$ cat src/rtl/uart_irq_ident.sv
module uart_irq_ident (
  input  logic       clk,
  input  logic       rst_n,
  input  logic       ier_wr,
  input  logic [7:0] ier_wdata,
  output logic [7:0] ier_q,
  input  logic       fifo_mode,
  input  logic       line_err,
  input  logic       lsr_rd,
  input  logic       rx_avail,
  input  logic       rx_timeout,
  input  logic       thr_empty,
  input  logic       thr_wr,
  input  logic       iir_rd,
  input  logic       cts_n,
  input  logic       dsr_n,
  input  logic       ri_n,
  input  logic       dcd_n,
  input  logic       msr_rd,
  input  logic       out2,
  output logic [7:0] iir,
  output logic [7:0] msr,
  output logic       irq
);

  logic [3:0] en;
  logic       ls_flag;
  logic       thre_flag;
  logic       thr_empty_d;
  logic [3:0] pin_s1, pin_s2, pin_s3;
  logic [3:0] delta;
  logic [3:0] delta_hit;
  logic [3:0] code;
  logic       src_ls, src_rd, src_to, src_th, src_ms;
  logic       thre_set, thre_clr;

  // pin vector order: 3 carrier, 2 ring, 1 set ready, 0 clear to send
  always_ff @(posedge clk or negedge rst_n) begin
    if (!rst_n) begin
      pin_s1 <= 4'hF;
      pin_s2 <= 4'hF;
      pin_s3 <= 4'hF;
    end else begin
      pin_s1 <= {dcd_n, ri_n, dsr_n, cts_n};
      pin_s2 <= pin_s1;
      pin_s3 <= pin_s2;
    end
  end

  assign delta_hit = {pin_s2[3] ^ pin_s3[3],
                      pin_s2[2] & ~pin_s3[2],
                      pin_s2[1] ^ pin_s3[1],
                      pin_s2[0] ^ pin_s3[0]};

  always_ff @(posedge clk or negedge rst_n) begin
    if (!rst_n) delta <= 4'h0;
    else        delta <= (msr_rd ? 4'h0 : delta) | delta_hit;
  end

  assign msr = {~pin_s2, delta};

  always_ff @(posedge clk or negedge rst_n) begin
    if (!rst_n)      en <= 4'h0;
    else if (ier_wr) en <= ier_wdata[3:0];
  end

  assign ier_q = {4'h0, en};

  always_ff @(posedge clk or negedge rst_n) begin
    if (!rst_n)       ls_flag <= 1'b0;
    else if (line_err) ls_flag <= 1'b1;
    else if (lsr_rd)  ls_flag <= 1'b0;
  end

  assign thre_set = (thr_empty & ~thr_empty_d) |
                    (ier_wr & ier_wdata[1] & ~en[1] & thr_empty);
  assign thre_clr = thr_wr | (iir_rd & (code == 4'b0010));

  always_ff @(posedge clk or negedge rst_n) begin
    if (!rst_n) begin
      thr_empty_d <= 1'b1;
      thre_flag   <= 1'b0;
    end else begin
      thr_empty_d <= thr_empty;
      if (thre_set)      thre_flag <= 1'b1;
      else if (thre_clr) thre_flag <= 1'b0;
    end
  end

  assign src_ls = en[2] & ls_flag;
  assign src_rd = en[0] & rx_avail;
  assign src_to = en[0] & fifo_mode & rx_timeout;
  assign src_th = en[1] & thre_flag;
  assign src_ms = en[3] & (|delta);

  always_comb begin
    if (src_ls)      code = 4'b0110;
    else if (src_rd) code = 4'b0100;
    else if (src_to) code = 4'b1100;
    else if (src_th) code = 4'b0010;
    else if (src_ms) code = 4'b0000;
    else             code = 4'b0001;
  end

  assign iir = {fifo_mode, 3'b000, code};
  assign irq = out2 & ~code[0];

endmodule

$ cat config.mk
export PLATFORM = sky130hd
export DESIGN_NAME = uart_irq_ident
export DESIGN_NICKNAME = d
export VERILOG_FILES = /design/src/rtl/uart_irq_ident.sv
export SDC_FILE = /design/constraint.sdc
export NUM_CORES = 1
export LEC_CHECK = 0
export ABC_CLOCK_PERIOD_IN_PS = 1400
export BUFFER_PORTS_ARGS = -buffer_cell sky130_fd_sc_hd__buf_2
export CORE_ASPECT_RATIO = 0.9
export CORE_MARGIN = 3
export CORE_UTILIZATION = 43
export DETAILED_ROUTE_END_ITERATION = 7
export PLACE_DENSITY = 0.88
export SKIP_LAST_GASP = 1
export SYNTH_ARGS = -nofsm -noshare
export SYNTH_HDL_FRONTEND = slang
export SYNTH_SLANG_ARGS = --single-unit
export TNS_END_PERCENT = 5
$ cat constraint.sdc
create_clock -name clk -period 1.4 [get_ports clk]
set_input_delay 0.21 -clock clk [delete_from_list [all_inputs] [get_ports clk]]
set_output_delay 0.21 -clock clk [all_outputs]
set_load 0.005 [all_outputs]
# Yosys cells after proc, flatten, opt, wreduce, memory -nomap -nowiden
# Index checks and enable logic that the tools add are counted.
# totals
reg_bits	23
in_bits	25
out_inout_bits	25
# op_classes
n_eq_ne	1
muxes	10
n_bitwise	24
reduce_logical	3
# ops
operator	count
4-bit two-way mux	4
1-bit AND	13
1-bit two-way mux	5
4-bit by 2-bit equality test with 1-bit output (second input constant)	1
1-bit inverter	4
4-bit inverter	1
4-bit OR	1
2-bit nonzero test	2
4-bit OR reduction	1
1-bit XOR	3
2-bit two-way mux	1
1-bit OR	2

# Logic depth before layout (Yosys ltp)
# Gate-level depths: netlist of the first run.
# depth
depth_word	12
depth_mapped	3
mapped_depth_nobuf	3

# Worst setup path before layout of the first run
# No wires, ideal clock.
# synth_path
path_type	reg2out
start	reg delta[1]
end	out iir[0]
arrival_ps	935
path_slack_ps	255
path_stages_with_launch	3
cell_sequence	dfrtp_1 -> o41ai_2 -> and3_1
# synth_via
elab_chain_len	7
# synth_lines
item	line_no	text
start, declared	31	logic [3:0] delta;
start signal, assigned	57	else delta <= (msr_rd ? 4'h0 : delta) | delta_hit;
4-bit OR reduction	94	assign src_ms = en[3] & (|delta);
1-bit AND	94	
1-bit two-way mux	101	else if (src_ms) code = 4'b0000;
2-bit two-way mux	100	else if (src_th) code = 4'b0010;
4-bit two-way mux	99	else if (src_to) code = 4'b1100;
4-bit two-way mux	98	else if (src_rd) code = 4'b0100;
4-bit two-way mux	97	if (src_ls) code = 4'b0110;
end, declared	21	output logic [7:0] iir,
# Every way passes these cells.

# Worst setup path in the final report of the first run
# layout_path
start	reg delta[2]
end	out iir[0]
# Same word-level chain as after synthesis.

==> flow_summary_export.csv, run 1 <==
group,metric,value,unit
logic_synthesis,synth-main-ff-cell,"dfstp_2",
drt,totalWireLength,1860,microns
final_layout,drive_gt1_share,53.3,%
placement,detailed_place.area,1100,sq um
floorplanning,core.rowCount,15,
worst_setup_path,cp_data_arrival_time,1.38,ns
worst_setup_path,cp-end-kind,"primary output",
logic_synthesis,synth_edf_count,0,
drt,num_vias,659,
floorplanning,die_x,54.7,microns
worst_setup_path,worstSetupPathType,"reg2out",
drt,avgViaCountPerCell,4.54,
grt,met2_usage,25.2,%
final_layout,area_delta_synth_final,31.2,%
timing,finalCriticalPeriod,1.59,ns
final_layout,final_util,61.1,%
logic_synthesis,synthTopCellsByCount,"dfstp_2 (13), inv_1 (12), dfrtp_1 (10), buf_4 (8), o21ai_0 (5)",
floorplanning,start_util,46.5,%
logic_synthesis,ys_ff_latch,23,
logic_synthesis,synthTopCellsByArea,"dfstp_2 (37%), dfrtp_1 (27%), buf_4 (6.5%), inv_1 (4.9%), mux2_2 (3.7%)",
placement,gp_congestion,0.800,
worst_setup_path,critical_path.cell_chain,"o41ai_2 > and3_1 > buf_2",
logic_synthesis,synthCells,72,
grt,grt_max_degree,24,
grt,grt_pass1_wl,2890,microns
timing,slew_viol_final,0,
drt,dr.pass1.iters,4,
timing,setup_tns,-0.384,ns
grt,grt_most_used_layer,"met2",
logic_synthesis,netlist_area,917,sq um
run_status,status,"complete, but fails checks",
clocking,path_clk_slew,0.11,ns
drt,ant_nets,0,
clocking,cts_root_buf,"clkbuf_4",
logic_synthesis,ys_seq_area_share,64.5,%
pwr,total_power,1.25,mW
pwr,ir_drop,0.689,mV
grt,met3_usage,2.72,%
worst_setup_path,slowest_stage,"dfrtp_1",
grt,grt_pass1_vias,653,
grt,antenna_found_initial,0,
timing,skew,0.00369,ns
logic_synthesis,synth_top_area_share,37.2,%
grt,grt_use_total,15.0,%
worst_setup_path,crit_fanout,2,
timing,final-hold-violation-count,0,
floorplanning,dieArea,2720,sq um
final_layout,diodes,0,
timing,max_freq,0.628,GHz
logic_synthesis,synth_warnings,0,
clocking,cts_buffers,3,
worst_setup_path,slowest_delay,0.40,ns
run,max-cap-violations,0,
clocking,cts-htree-levels,1,
placement,place_ws,0.111,ns
clocking,cts_tree,"built",
logic_synthesis,synthArstFlopShare,100,%
pwr,cellLeakagePower,0.620,nW
final_layout,finalInstanceArea,1200,sq um
floorplanning,ios,50,
timing,final.period_utilization,114,%
worst_setup_path,startpoint_type,"flip-flop",
grt,overflow,0,
timing,fin_ws,-0.193,ns
timing,rsz0062_at_grt,"true",
drt,drtIter0Drc,9,
placement,port_buffers,38,
worst_setup_path,critPathBufInv,1,
timing,finalSetupViolCount,4,
drt,drcViolationCount,0,
logic_synthesis,synth_cell_type_count,21,
final_layout,final_nets,146,
worst_setup_path,crit_required,1.19,ns
run_status,violations,"setup timing",
logic_synthesis,yosysMostFrequentCell,"dfstp_2",
worst_setup_path,crit_family,"flip-flops",
min_path,hold_class,"in2reg",
logic_synthesis,syn_avg_cell_area,12.7,sq um
logic_synthesis,synth_area_leader_cell,"dfstp_2",
drt,post_drt_wl_per_cell,12.8,microns
floorplanning,die_h,49.8,microns
clocking,numClockSinks,23,
grt,met1_usage,18.1,%
clocking,clock_latency,0.30,ns
floorplanning,coreArea,1970,sq um
placement,hpwl,1420,microns
clocking,clockBufferDepth,2,
pwr,p_per_area,1040,nW/um^2
## through the flow
stage | hold slack (ns) | std cells
after CTS | 0.000149 | 144
after global placement | 0.181 | 133
after floorplan | -0.0856 | 78
final | 0.0974 | 145
after detailed placement | 0.196 | 133
after global routing | 0.0810 | 145
## layout make-up
type,instances,area [sq um]
clock buffer,3,22.5
clock inverter,1,5.00
fill,170,767
inverter,12,45.0
multi-input combinational,35,243
sequential,23,592
tap,25,31.3
timing repair buffer,46,265
## worst register-to-register path, cell delays in order, from the launching register on
cell	delay (ns)
dfrtp_1	0.48
a221oi_2	0.32
o2bb2ai_1	0.09
## metal layers
layer,wire length [microns],part of all wire [%]
met5,0,0
met4,17,0.91
met3,95,5.1
met2,1010,54
met1,733,39
## report_power, final
part / internal [mW] / switching, mW / leakage [nW] / total (mW)
logic: 0.108 / 0.0877 / 0.351 / 0.196
clock network: 0.106 / 0.179 / 0.0177 / 0.285
registers: 0.727 / 0.0436 / 0.251 / 0.771
total: 0.942 / 0.311 / 0.620 / 1.25
## cell usage in the layout, fill, tap and decap left out, types with 3 or more instances in the layout
cell / count
buf_2: 38
dfstp_2: 13
inv_1: 12
dfrtp_1: 10
conb_1: 7
dlygate4sd3_1: 6
o21ai_0: 5
nand2_1: 3
xnor2_1: 3
mux2_2: 3
clkbuf_4: 3
## path summary, 6_finish.rpt
check                          start           to  slack, ns  cells past startpoint
hold / removal              line_err      ls_flag        0.1                      2
max in group asynchronous      rst_n  thr_empty_d       0.64                      2
min in group asynchronous      rst_n     delta[0]       0.41                      2
hold reg to reg            pin_s1[1]    pin_s2[1]       0.36                      0
setup reg to reg               en[2]    thre_flag       0.40                      2
setup / recovery            delta[2]       iir[0]      -0.19                      3
## sequential cells by signal, summed over array words and instances, names as in the netlist
register,flops
pin_s2,4
thr_empty_d,1
pin_s1,4
pin_s3,4
delta,4
ls_flag,1
en,4
thre_flag,1
## cells by family (layout without fill, tap and decap cells)
logic type	count (synthesis)	count (layout)	synth area share (%)
DFF	23	23	64.5
buffers and inverters	20	62	11.5
AOI/OAI and AO/OA	16	16	13.5
and+or+nand+nor	6	6	3.55
xor gates and xnor gates	3	3	2.87
muxes	3	3	3.68
other	1	7	0.409
## timing repair
| action | CTS | global route |
|---|---|---|
| setup buffers | 2 | 0 |
| endpoints found under the setup margin | 5 | 5 |
| hold buffers | 5 | 1 |
| gates resized for setup | 0 | 0 |
| endpoints found under the hold margin | 14 | 1 |
| pin swaps | 2 | 0 |
Note: power is estimated with default switching activity, not from simulation.
==> inputs of run 2 (changes only) <==
--- a/config.mk
+++ b/config.mk
@@ -11,7 +11,7 @@
 export CORE_MARGIN = 3
 export CORE_UTILIZATION = 43
 export DETAILED_ROUTE_END_ITERATION = 7
-export PLACE_DENSITY = 0.88
+export PLACE_DENSITY_LB_ADDON = 0.12
 export SKIP_LAST_GASP = 1
 export SYNTH_ARGS = -nofsm -noshare
 export SYNTH_HDL_FRONTEND = slang
==> run 2 against run 1 <==
  * Maximum frequency increased by 0.26%
  * Combinational power decreased by 6%
  * Global-route usage decreased by 1.8 points
  * Cell count decreased by 0.69%
  * The flow still finishes with violations (setup timing)
  * Via count decreased by 2.6%
  * Largest cell class unchanged
  * Largest power group unchanged
==> flow_summary_export.csv, run 2 (synthesis gave the netlist of run 1 again) <==
group,metric,value,unit
drt,num_vias,642,
timing,skew,0.00118,ns
clocking,cts_tree,"built",
drt,drtIter0Drc,3,
final_layout,final_nets,145,
timing,setup_tns,-0.346,ns
floorplanning,dieArea,2720,sq um
pwr,cellLeakagePower,0.616,nW
min_path,hold_class,"in2reg",
floorplanning,start_util,46.5,%
pwr,ir_drop,0.674,mV
final_layout,drive_gt1_share,52.9,%
grt,grt_use_total,13.1,%
timing,finalSetupViolCount,3,
timing,fin_ws,-0.189,ns
clocking,cts_root_buf,"clkbuf_4",
grt,grt_max_degree,24,
worst_setup_path,crit_family,"flip-flops",
final_layout,final_util,60.7,%
grt,grt_pass1_vias,621,
grt,antenna_found_initial,0,
worst_setup_path,slowest_stage,"dfrtp_1",
placement,hpwl,1200,microns
timing,finalCriticalPeriod,1.59,ns
worst_setup_path,cp_data_arrival_time,1.38,ns
grt,grt_pass1_wl,2540,microns
placement,gp_congestion,0.742,
floorplanning,core.rowCount,15,
timing,final.period_utilization,114,%
timing,max_freq,0.629,GHz
worst_setup_path,critical_path.cell_chain,"o41ai_2 > and3_1 > buf_2",
timing,final-hold-violation-count,0,
worst_setup_path,crit_required,1.19,ns
run_status,status,"complete, but fails checks",
clocking,cts_buffers,3,
drt,drcViolationCount,0,
worst_setup_path,crit_fanout,2,
final_layout,area_delta_synth_final,30.4,%
run,max-cap-violations,0,
worst_setup_path,reg2reg_slack,0.45,ns
worst_setup_path,worstSetupPathType,"reg2out",
floorplanning,die_h,49.8,microns
timing,rsz0062_at_grt,"true",
worst_setup_path,startpoint_type,"flip-flop",
clocking,cts-htree-levels,1,
final_layout,nFillCells,174,
drt,dr.pass1.iters,4,
timing,slew_viol_final,0,
final_layout,layout_commonest_cell,"buf_2",
clocking,clockBufferDepth,2,
drt,avgViaCountPerCell,4.46,
pwr,total_power,1.24,mW
clocking,path_clk_slew,0.12,ns
worst_setup_path,slowest_delay,0.41,ns
placement,port_buffers,38,
grt,overflow,0,
worst_setup_path,cp-end-kind,"primary output",
final_layout,layout_common_cells,"buf_2 (38), dfstp_2 (13), inv_1 (12)",
floorplanning,ios,50,
drt,totalWireLength,1560,microns
clocking,numClockSinks,23,
worst_setup_path,critPathBufInv,1,
clocking,clock_latency,0.30,ns
drt,post_drt_wl_per_cell,10.8,microns
final_layout,diodes,0,
run_status,violations,"setup timing",
drt,ant_nets,0,
pwr,p_per_area,1040,nW/um^2
floorplanning,coreArea,1970,sq um
floorplanning,die_x,54.7,microns
## run 2: final timing paths
path / cells after the start / endpoint / from
hold / removal: 2 / ls_flag / line_err
max in group asynchronous: 2 / thr_empty_d / rst_n
setup reg to reg: 2 / thre_flag / en[2]
min in group asynchronous: 2 / delta[0] / rst_n
setup / recovery: 3 / iir[0] / delta[2]
hold reg to reg: 0 / pin_s2[1] / pin_s1[1]
## run 2: worst register-to-register path, stage by stage, from the launching register on
cell	delay [ns]
dfrtp_1	0.46
a221oi_2	0.30
o2bb2ai_1	0.09
## run 2: cell type report
| cell class | count | area, sq um | area share (%) |
|---|---|---|---|
| sequential | 23 | 592 | 49.5 |
| tap | 25 | 31.3 | 2.62 |
| inverter | 12 | 45.0 | 3.77 |
| clock inverter | 1 | 5.00 | 0.418 |
| multi-input combinational | 35 | 243 | 20.3 |
| timing repair buffer | 45 | 258 | 21.5 |
| clock buffer | 3 | 22.5 | 1.88 |
## run 2: metrics by stage
| step | setup slack, ns | cell area [sq um] | hold WS [ns] | instances |
|---|---|---|---|---|
| floorplan | 0.255 | 940 | -0.0856 | 78 |
| global placement | 0.137 | 1100 | 0.200 | 133 |
| detailed placement | 0.115 | 1100 | 0.201 | 133 |
| CTS | -0.226 | 1200 | 0.0707 | 144 |
| global route | -0.273 | 1200 | 0.0703 | 144 |
| finish | -0.189 | 1200 | 0.0834 | 144 |
## run 2: routing by layer
metal	up-vias	part of all wire (%)	GRT usage (%)	wire length, microns
li1	313	-	-	-
met1	298	43	15.7	672
met2	27	48	20.5	749
met3	4	7.1	3.02	110
met4	0	1.8	8.30	28
met5	-	0	0	0
## run 2: power breakdown
group	switching [mW]	total [mW]	internal, mW	leakage (nW)
clock	0.183	0.289	0.106	0.0177
sequential	0.0424	0.770	0.727	0.251
combinational	0.0804	0.185	0.104	0.347
total	0.306	1.24	0.938	0.616
## run 2: repair_timing
action	4_1_cts	5_1_grt
hold buffers	6	0
pin swaps	1	0
endpoints found under the hold margin	15	0
setup buffers	1	0
setup endpoints to repair	4	5
gates resized for setup	0	0
